## config.mk

```make
export PLATFORM = sky130hd
export DESIGN_NAME = uart_rx_line
export DESIGN_NICKNAME = d
export VERILOG_FILES = /design/src/rtl/uart_rx_pkg.sv /design/src/rtl/uart_rx_sync.sv /design/src/rtl/uart_rx_frame.sv /design/src/rtl/uart_rx_status.sv /design/src/rtl/uart_rx_line.sv
export SDC_FILE = /design/constraint.sdc
export NUM_CORES = 1
export LEC_CHECK = 0
export CAP_MARGIN = 5
export CORE_UTILIZATION = 30
export CTS_CLUSTER_DIAMETER = 80
export DETAILED_ROUTE_END_ITERATION = 6
export GPL_TIMING_DRIVEN = 0
export PLACE_DENSITY = 0.51
export SYNTH_ARGS = -nofsm -noshare
export SYNTH_HDL_FRONTEND = slang
export SYNTH_SLANG_ARGS = --single-unit
```

## constraint.sdc

```tcl
create_clock -name clk -period 1.8 [get_ports clk]
set_input_delay 0.27 -clock clk [delete_from_list [all_inputs] [get_ports clk]]
set_output_delay 0.27 -clock clk [all_outputs]
set_load 0.02 [all_outputs]
```

## src/rtl/uart_rx_pkg.sv

```systemverilog
package uart_rx_pkg;

    localparam int DATA_W = 8;
    localparam int MIN_BITS = 5;

    typedef struct packed {
        logic [1:0] wlen;
        logic       two_stop;
        logic       par_en;
        logic       par_even;
        logic       par_stick;
    } line_cfg_t;

    typedef enum logic [2:0] {
        RX_IDLE,
        RX_START,
        RX_DATA,
        RX_PARITY,
        RX_STOP1,
        RX_STOP2,
        RX_MARK
    } rx_state_t;

    typedef struct packed {
        logic [DATA_W-1:0] data;
        logic              par_err;
        logic              frm_err;
        logic              brk;
    } rx_char_t;

    function automatic logic [3:0] word_bits(input logic [1:0] wlen);
        return 4'(MIN_BITS) + {2'b00, wlen};
    endfunction

    function automatic logic expected_parity(input logic [DATA_W-1:0] d,
                                             input line_cfg_t c);
        logic ones;
        ones = ^d;
        if (c.par_stick)
            return ~c.par_even;
        return c.par_even ? ones : ~ones;
    endfunction

    function automatic logic needs_second_stop(input line_cfg_t c);
        return c.two_stop && (c.wlen != 2'b00);
    endfunction

endpackage

```

## src/rtl/uart_rx_sync.sv

```systemverilog
module uart_rx_sync #(
    parameter int STAGES = 2
) (
    input  logic clk,
    input  logic rst,
    input  logic din,
    output logic dout
);
    logic [STAGES-1:0] chain;

    generate
        if (STAGES == 1) begin : g_single
            always_ff @(posedge clk) begin
                if (rst) chain <= 1'b1;
                else     chain <= din;
            end
        end else begin : g_multi
            always_ff @(posedge clk) begin
                if (rst) chain <= '1;
                else     chain <= {chain[STAGES-2:0], din};
            end
        end
    endgenerate

    assign dout = chain[STAGES-1];
endmodule

```

## src/rtl/uart_rx_frame.sv

```systemverilog
module uart_rx_frame
    import uart_rx_pkg::*;
#(
    parameter int OSR = 16
) (
    input  logic      clk,
    input  logic      rst,
    input  logic      tick,
    input  logic      rx,
    input  line_cfg_t cfg,
    output logic      done,
    output rx_char_t  chr
);
    localparam int CNT_W = $clog2(OSR);
    localparam int IDX_W = $clog2(DATA_W);
    localparam logic [CNT_W-1:0] MID  = CNT_W'(OSR/2 - 1);
    localparam logic [CNT_W-1:0] LAST = CNT_W'(OSR - 1);

    rx_state_t         state;
    logic [CNT_W-1:0]  cnt;
    logic [IDX_W-1:0]  idx;
    logic [DATA_W-1:0] shreg;
    line_cfg_t         cfg_q;
    logic              par_q;
    logic              stop1_q;

    logic              at_mid, at_last, last_bit;
    logic              stop_first, stops_high, stops_low;
    logic              par_bad, all_zero;

    always_comb begin
        at_mid     = (cnt == MID);
        at_last    = (cnt == LAST);
        last_bit   = ({1'b0, idx} == 4'(word_bits(cfg_q.wlen) - 4'd1));
        stop_first = (state == RX_STOP2) ? stop1_q : rx;
        stops_high = stop_first & rx;
        stops_low  = ~stop_first & ~rx;
        par_bad    = cfg_q.par_en && (par_q != expected_parity(shreg, cfg_q));
        all_zero   = (shreg == '0) && (!cfg_q.par_en || !par_q) && stops_low;
    end

    always_ff @(posedge clk) begin
        if (rst) begin
            state   <= RX_IDLE;
            cnt     <= '0;
            idx     <= '0;
            shreg   <= '0;
            cfg_q   <= '0;
            par_q   <= 1'b0;
            stop1_q <= 1'b1;
            done    <= 1'b0;
            chr     <= '0;
        end else begin
            done <= 1'b0;
            if (tick) begin
                case (state)
                    RX_IDLE: begin
                        if (!rx) begin
                            state <= RX_START;
                            cnt   <= '0;
                            cfg_q <= cfg;
                            shreg <= '0;
                            par_q <= 1'b0;
                        end
                    end
                    RX_START: begin
                        if (at_mid) begin
                            cnt <= '0;
                            idx <= '0;
                            state <= rx ? RX_IDLE : RX_DATA;
                        end else begin
                            cnt <= cnt + 1'b1;
                        end
                    end
                    RX_DATA: begin
                        if (at_last) begin
                            cnt        <= '0;
                            shreg[idx] <= rx;
                            if (last_bit)
                                state <= cfg_q.par_en ? RX_PARITY : RX_STOP1;
                            else
                                idx <= idx + 1'b1;
                        end else begin
                            cnt <= cnt + 1'b1;
                        end
                    end
                    RX_PARITY: begin
                        if (at_last) begin
                            cnt   <= '0;
                            par_q <= rx;
                            state <= RX_STOP1;
                        end else begin
                            cnt <= cnt + 1'b1;
                        end
                    end
                    RX_STOP1, RX_STOP2: begin
                        if (at_last) begin
                            cnt <= '0;
                            if (state == RX_STOP1 && needs_second_stop(cfg_q)) begin
                                stop1_q <= rx;
                                state   <= RX_STOP2;
                            end else begin
                                done         <= 1'b1;
                                chr.data     <= shreg;
                                chr.par_err  <= par_bad;
                                chr.frm_err  <= ~stops_high;
                                chr.brk      <= all_zero;
                                state        <= rx ? RX_IDLE : RX_MARK;
                            end
                        end else begin
                            cnt <= cnt + 1'b1;
                        end
                    end
                    RX_MARK: begin
                        if (rx) state <= RX_IDLE;
                    end
                    default: state <= RX_IDLE;
                endcase
            end
        end
    end

    // a finished character is reported for exactly one cycle
    a_r1_single_done: assert property (@(posedge clk) disable iff (rst)
        done |=> !done);

    // a break always carries a framing error
    a_r5_break_framing: assert property (@(posedge clk) disable iff (rst)
        (done && chr.brk) |-> chr.frm_err);

    // bits above a 5-bit word stay clear
    a_r2_upper_zero: assert property (@(posedge clk) disable iff (rst)
        (done && cfg_q.wlen == 2'b00) |-> (chr.data[DATA_W-1:MIN_BITS] == '0));

    // after a break the receiver waits for a high line
    a_r5_mark_wait: assert property (@(posedge clk) disable iff (rst)
        (state == RX_MARK && !rx) |=> (state == RX_MARK));
endmodule

```

## src/rtl/uart_rx_status.sv

```systemverilog
module uart_rx_status
    import uart_rx_pkg::*;
(
    input  logic              clk,
    input  logic              rst,
    input  logic              done,
    input  rx_char_t          chr,
    input  logic              rd_buf,
    input  logic              rd_status,
    output logic [DATA_W-1:0] buf_q,
    output logic              dr_q,
    output logic              oe_q,
    output logic              pe_q,
    output logic              fe_q,
    output logic              bi_q
);
    logic load, lost;
    logic dr_n, oe_n, pe_n, fe_n, bi_n;

    always_comb begin
        load = done && (!dr_q || rd_buf);
        lost = done && dr_q && !rd_buf;
        dr_n = load ? 1'b1 : (rd_buf ? 1'b0 : dr_q);
        oe_n = (rd_status ? 1'b0 : oe_q) | lost;
        pe_n = (rd_status ? 1'b0 : pe_q) | (load & chr.par_err);
        fe_n = (rd_status ? 1'b0 : fe_q) | (load & chr.frm_err);
        bi_n = (rd_status ? 1'b0 : bi_q) | (load & chr.brk);
    end

    always_ff @(posedge clk) begin
        if (rst) begin
            buf_q <= '0;
            dr_q  <= 1'b0;
            oe_q  <= 1'b0;
            pe_q  <= 1'b0;
            fe_q  <= 1'b0;
            bi_q  <= 1'b0;
        end else begin
            if (load) buf_q <= chr.data;
            dr_q <= dr_n;
            oe_q <= oe_n;
            pe_q <= pe_n;
            fe_q <= fe_n;
            bi_q <= bi_n;
        end
    end

    a_r6_ready_on_load: assert property (@(posedge clk) disable iff (rst)
        (done && !dr_q) |=> dr_q);

    a_r6_read_clears_ready: assert property (@(posedge clk) disable iff (rst)
        (rd_buf && !done) |=> !dr_q);

    a_r7_overrun_keeps: assert property (@(posedge clk) disable iff (rst)
        (done && dr_q && !rd_buf) |=> (oe_q && $stable(buf_q)));

    a_r8_status_clear: assert property (@(posedge clk) disable iff (rst)
        (rd_status && !done) |=> !(oe_q | pe_q | fe_q | bi_q));

    a_r8_parity_sticky: assert property (@(posedge clk) disable iff (rst)
        (pe_q && !rd_status) |=> pe_q);

    a_r8_framing_sticky: assert property (@(posedge clk) disable iff (rst)
        (fe_q && !rd_status) |=> fe_q);
endmodule

```

## src/rtl/uart_rx_line.sv

```systemverilog
module uart_rx_line
    import uart_rx_pkg::*;
#(
    parameter int OSR         = 16,
    parameter int SYNC_STAGES = 2
) (
    input  logic              clk,
    input  logic              rst,
    input  logic              tick_16x,
    input  logic              rxd,
    input  logic [1:0]        cfg_wlen,
    input  logic              cfg_two_stop,
    input  logic              cfg_par_en,
    input  logic              cfg_par_even,
    input  logic              cfg_par_stick,
    input  logic              rd_buf,
    input  logic              rd_status,
    output logic [DATA_W-1:0] rbr_data,
    output logic              st_data_ready,
    output logic              st_overrun,
    output logic              st_parity_err,
    output logic              st_framing_err,
    output logic              st_break
);
    line_cfg_t cfg;
    logic      rx_s;
    logic      char_done;
    rx_char_t  char_q;

    always_comb begin
        cfg.wlen      = cfg_wlen;
        cfg.two_stop  = cfg_two_stop;
        cfg.par_en    = cfg_par_en;
        cfg.par_even  = cfg_par_even;
        cfg.par_stick = cfg_par_stick;
    end

    uart_rx_sync #(.STAGES(SYNC_STAGES)) u_sync (
        .clk  (clk),
        .rst  (rst),
        .din  (rxd),
        .dout (rx_s)
    );

    uart_rx_frame #(.OSR(OSR)) u_frame (
        .clk  (clk),
        .rst  (rst),
        .tick (tick_16x),
        .rx   (rx_s),
        .cfg  (cfg),
        .done (char_done),
        .chr  (char_q)
    );

    uart_rx_status u_status (
        .clk       (clk),
        .rst       (rst),
        .done      (char_done),
        .chr       (char_q),
        .rd_buf    (rd_buf),
        .rd_status (rd_status),
        .buf_q     (rbr_data),
        .dr_q      (st_data_ready),
        .oe_q      (st_overrun),
        .pe_q      (st_parity_err),
        .fe_q      (st_framing_err),
        .bi_q      (st_break)
    );

    // nothing is flagged before the first character
    a_r9_quiet_after_reset: assert property (@(posedge clk)
        $past(rst) |-> !(st_data_ready | st_overrun | st_parity_err | st_framing_err | st_break));
endmodule

```

==> impl_metrics.env <==
export IMPL_synth_fp_nets=330
export IMPL_synthArstFlopShare=0
export IMPL_synth_compound_area_share=0.1976
export IMPL_portBuffers=22
export IMPL_synth_cell_type_count=53
export IMPL_timing_rr_end="u_frame.chr[2]$_SDFFE_PP0P_"
export IMPL_grt_pass1_wl_um=10580
export IMPL_rsz0062_at_grt="yes"
export IMPL_antenna_found_initial=0
export IMPL_slew_headroom=0.6119
export IMPL_initial_core_util=0.3128
export IMPL_reg2regPathDepth=5
export IMPL_slew_violations=0
export IMPL_drive_gt1_frac=0.1322
export IMPL_finalHoldViolCount=0
export IMPL_yosys_mux_area_fraction=0.06169
export IMPL_synth_area_um2=2596
export IMPL_grt_max_degree=17
export IMPL_min_delay_start="tick_16x"
export IMPL_numCtsBuffers=5
export IMPL_synth_seq_area_share=0.4087
export IMPL_first_global_vias=2186
export IMPL_holdPathStages=4
export IMPL_required_ns=2.04
export IMPL_holdBufCountCts=0
export IMPL_path_buf_inv=1
export IMPL_arrival_ns=2.01
export IMPL_p_per_area_nw_per_um2=663.1
export IMPL_grt_overflow_total=0
export IMPL_dp_slack_ns=-0.1907
export IMPL_vias=2365
export IMPL_synth_avg_cell_area_um2=8.321
export IMPL_period_needed_ns=1.772
export IMPL_ys_ff_latch=53
export IMPL_crit_slowest_cell="or4b_4"
export IMPL_critPathLaunchType="register"
export IMPL_first_pass_iters=4
export IMPL_maxCapViolations=0
export IMPL_worst_pin_slew_ns=0.5822
export IMPL_yosys_area_share_adder=0.02892
export IMPL_synth_edf_count=0
export IMPL_cts_path_max_buffers=2
export IMPL_wl_per_cell_um=14.53
export IMPL_outcome="finished, final reports clean"
export IMPL_drc=0
export IMPL_path_delay_family="simple AND/OR/NAND/NOR gates"
export IMPL_num_nets_final=365
export IMPL_io_pins=25
export IMPL_path_class="reg2reg"
export IMPL_area_growth_pct=24.00
export IMPL_rows=33
export IMPL_hold_ws_ns=0.4174
export IMPL_path_max_fanout=10
export IMPL_synth_top_family_by_area="simple AND/OR/NAND/NOR gates"
export IMPL_fmax_mhz=564.4
export IMPL_fp_coreArea_um2=8299
export IMPL_cts_tree="built"
export IMPL_synth_simple_gate_area_share=0.2318
export IMPL_cellLeakagePower_nw=1.192
export IMPL_viasPerCell=5.221
export IMPL_skew_ns=0.008744
export IMPL_min_period_over_period=0.9843
export IMPL_hold_path_endpoint="u_frame.cnt[0]$_SDFFE_PP0P_"
export IMPL_p_int_mw=1.651
export IMPL_timing_rr_start="u_frame.state[1]$_SDFFE_PP0P_"
export IMPL_synthXorXnorAreaFrac=0.02024
export IMPL_track_usage=0.1499
export IMPL_postRouteAntennaNets=0
export IMPL_die_height_um=95.03
export IMPL_ys_warn_count=0
export IMPL_dp_hpwl_um=4733
export IMPL_drt_iter0_markers=109
export IMPL_dieArea_um2=9030
export IMPL_fp_dieW_um=95.03
export IMPL_hp_class="in2reg"
export IMPL_max_stage_delay_ns=0.53
export IMPL_clk_pin_slew_ns=0.10
export IMPL_p_comb_frac=0.062
export IMPL_clk_latency_ns=0.30
export IMPL_power_switching_mw=0.4839
export IMPL_end_kind="register"
export IMPL_sequentialPowerShare=0.556
export IMPL_wirelength_um=6580
export IMPL_worstPathCellList="buf_6 -> nand2b_2 -> a211o_1 -> or4b_4 -> o211ai_2"
export IMPL_h_tree_depth=2
export IMPL_synthCells=312
export IMPL_swShare=0.2267
export IMPL_ir_drop_mv=0.3459
export IMPL_antennaDiodeCount=0
export IMPL_synth_ff_type="dfxtp_1"
export IMPL_finalSetupViolations=0
export IMPL_layout_setup_ws_ns=0.02832
export IMPL_gp_congestion=0.7998
export IMPL_regToRegSetupSlack_ns=0.03
export IMPL_root_buffer="clkbuf_8"
export IMPL_cts_sinks=53
export IMPL_clockPowerShare=0.382
power by group through the flow:
stage | Sequential (mW) | Combinational (mW) | Clock, mW
after floorplan | 1.21 | 0.0730 | 0
after global placement | 1.21 | 0.122 | 0
after detailed placement | 1.21 | 0.122 | 0
after CTS | 1.19 | 0.126 | 0.850
after global routing | 1.19 | 0.144 | 0.889
final | 1.19 | 0.132 | 0.815
state kept, by name, indices dropped and copies added, names as in the netlist, 2 cells and up:
signal / cells
u_sync.chain: 2
u_frame.chr: 11
u_frame.state: 3
u_frame.cfg_q: 6
u_frame.cnt: 4
u_frame.shreg: 8
u_frame.idx: 3
u_status.buf_q: 8
stage by stage:
stage	power [mW]	setup TNS [ns]	util	cells	instance area, um2
finish	2.135	0	0.3879	453	3219
global route	2.222	-0.01310	0.3879	453	3219
CTS	2.163	-0.07082	0.3777	452	3134
detailed placement	1.336	-1.905	0.3552	439	2948
global placement	1.336	-2.100	0.3552	439	2948
floorplan	1.284	0	-	312	2596
cells in the mapped netlist, drive strengths merged (3+ instances only):
cell / n / area, um2
dfxtp: 53 / 1061
buf: 7 / 33.78
o31ai: 3 / 22.52
nand2b: 5 / 31.28
nand3: 9 / 45.04
a21oi: 38 / 190.2
a32oi: 3 / 26.28
a211o: 4 / 35.03
nor2: 32 / 120.1
nand4: 8 / 50.05
mux2i: 16 / 160.2
nand2: 33 / 123.9
nor2b: 7 / 43.79
or2: 3 / 18.77
inv: 14 / 52.55
o211ai: 4 / 35.03
clkbuf: 12 / 46.29
xnor2: 5 / 43.79
o21ai: 10 / 50.05
nor3: 3 / 15.01
ha: 6 / 75.07
how the worst max path moves through the flow:
stage                             startpoint                          end  slack (ns)  cells after the start
3_5_place_dp     u_frame.cnt[0]$_SDFFE_PP0P_  u_frame.chr[2]$_SDFFE_PP0P_       -0.19                      6
5_1_grt        u_frame.state[1]$_SDFFE_PP0P_  u_frame.chr[2]$_SDFFE_PP0P_       -0.01                      5
2_1_floorplan    u_frame.cnt[0]$_SDFFE_PP0P_  u_frame.chr[2]$_SDFFE_PP0P_        0.02                      6
3_3_place_gp     u_frame.cnt[0]$_SDFFE_PP0P_  u_frame.chr[2]$_SDFFE_PP0P_       -0.19                      6
4_1_cts          u_frame.cnt[1]$_SDFFE_PP0P_  u_frame.chr[2]$_SDFFE_PP0P_       -0.05                      6
6_report       u_frame.state[1]$_SDFFE_PP0P_  u_frame.chr[2]$_SDFFE_PP0P_        0.03                      5
worst reg2reg max path, cell delays in order (launching register included):
cell and delay, ns:
dfxtp_2 0.34, buf_6 0.13, nand2b_2 0.24, a211o_1 0.34, or4b_4 0.53, o211ai_2 0.14
layout by cell type, fill, tap and decap left out, drive strengths merged, types with 2 or more instances in the layout:
cell type | netlist | final
clkdlybuf4s50 | 0 | 22
nand2 | 33 | 33
mux2i | 16 | 16
nor2 | 32 | 32
a21o | 2 | 2
o211ai | 4 | 4
a21oi | 38 | 38
or3b | 2 | 2
o311ai | 2 | 2
ha | 6 | 6
o31ai | 3 | 3
nor2b | 7 | 7
or2 | 3 | 3
a211o | 4 | 4
buf | 7 | 13
nand2b | 5 | 5
a31oi | 2 | 2
nor3 | 3 | 3
xnor2 | 5 | 5
dfxtp | 53 | 53
or4b | 2 | 2
nand4 | 8 | 8
a32oi | 3 | 3
o21ai | 10 | 10
a2111oi | 2 | 2
clkbuf | 12 | 18
nand3 | 9 | 9
and3 | 2 | 2
o32ai | 2 | 2
or4 | 2 | 2
inv | 14 | 14
and2 | 2 | 2
cell type report:
type | instances | area [um2]
Fill cell | 874 | 5080
Multi-Input combinational cell | 226 | 1471
Sequential cell | 53 | 1069
Timing Repair Buffer | 29 | 276.5
Tap cell | 105 | 131.4
Buffer | 18 | 107.6
Clock buffer | 6 | 72.57
Inverter | 14 | 52.55
Clock inverter | 2 | 38.79
kinds of logic (layout without fill, tap and decap cells):
group	count (synthesis)	count (layout)
and+or+nand+nor	118	118
AOI/OAI and AO/OA	80	80
DFF	53	53
buffers and inverters	33	69
muxes	16	16
adders and majority gates	6	6
xor gates and xnor gates	6	6
repair_timing:
action,in CTS,in global routing
endpoints found under the setup margin,28,34
pin swaps,1,5
gates cloned,0,0
setup buffers,5,2
gates resized for setup,11,35
metal layers:
layer  GRT usage  up-vias  wire length, um
li1            -     1183                -
met1      0.2171     1143             3461
met2      0.2350       35             2873
met3     0.02392        4              195
met4     0.02778        0               50
met5           0        -                0
(Power assumes the default switching activity.)
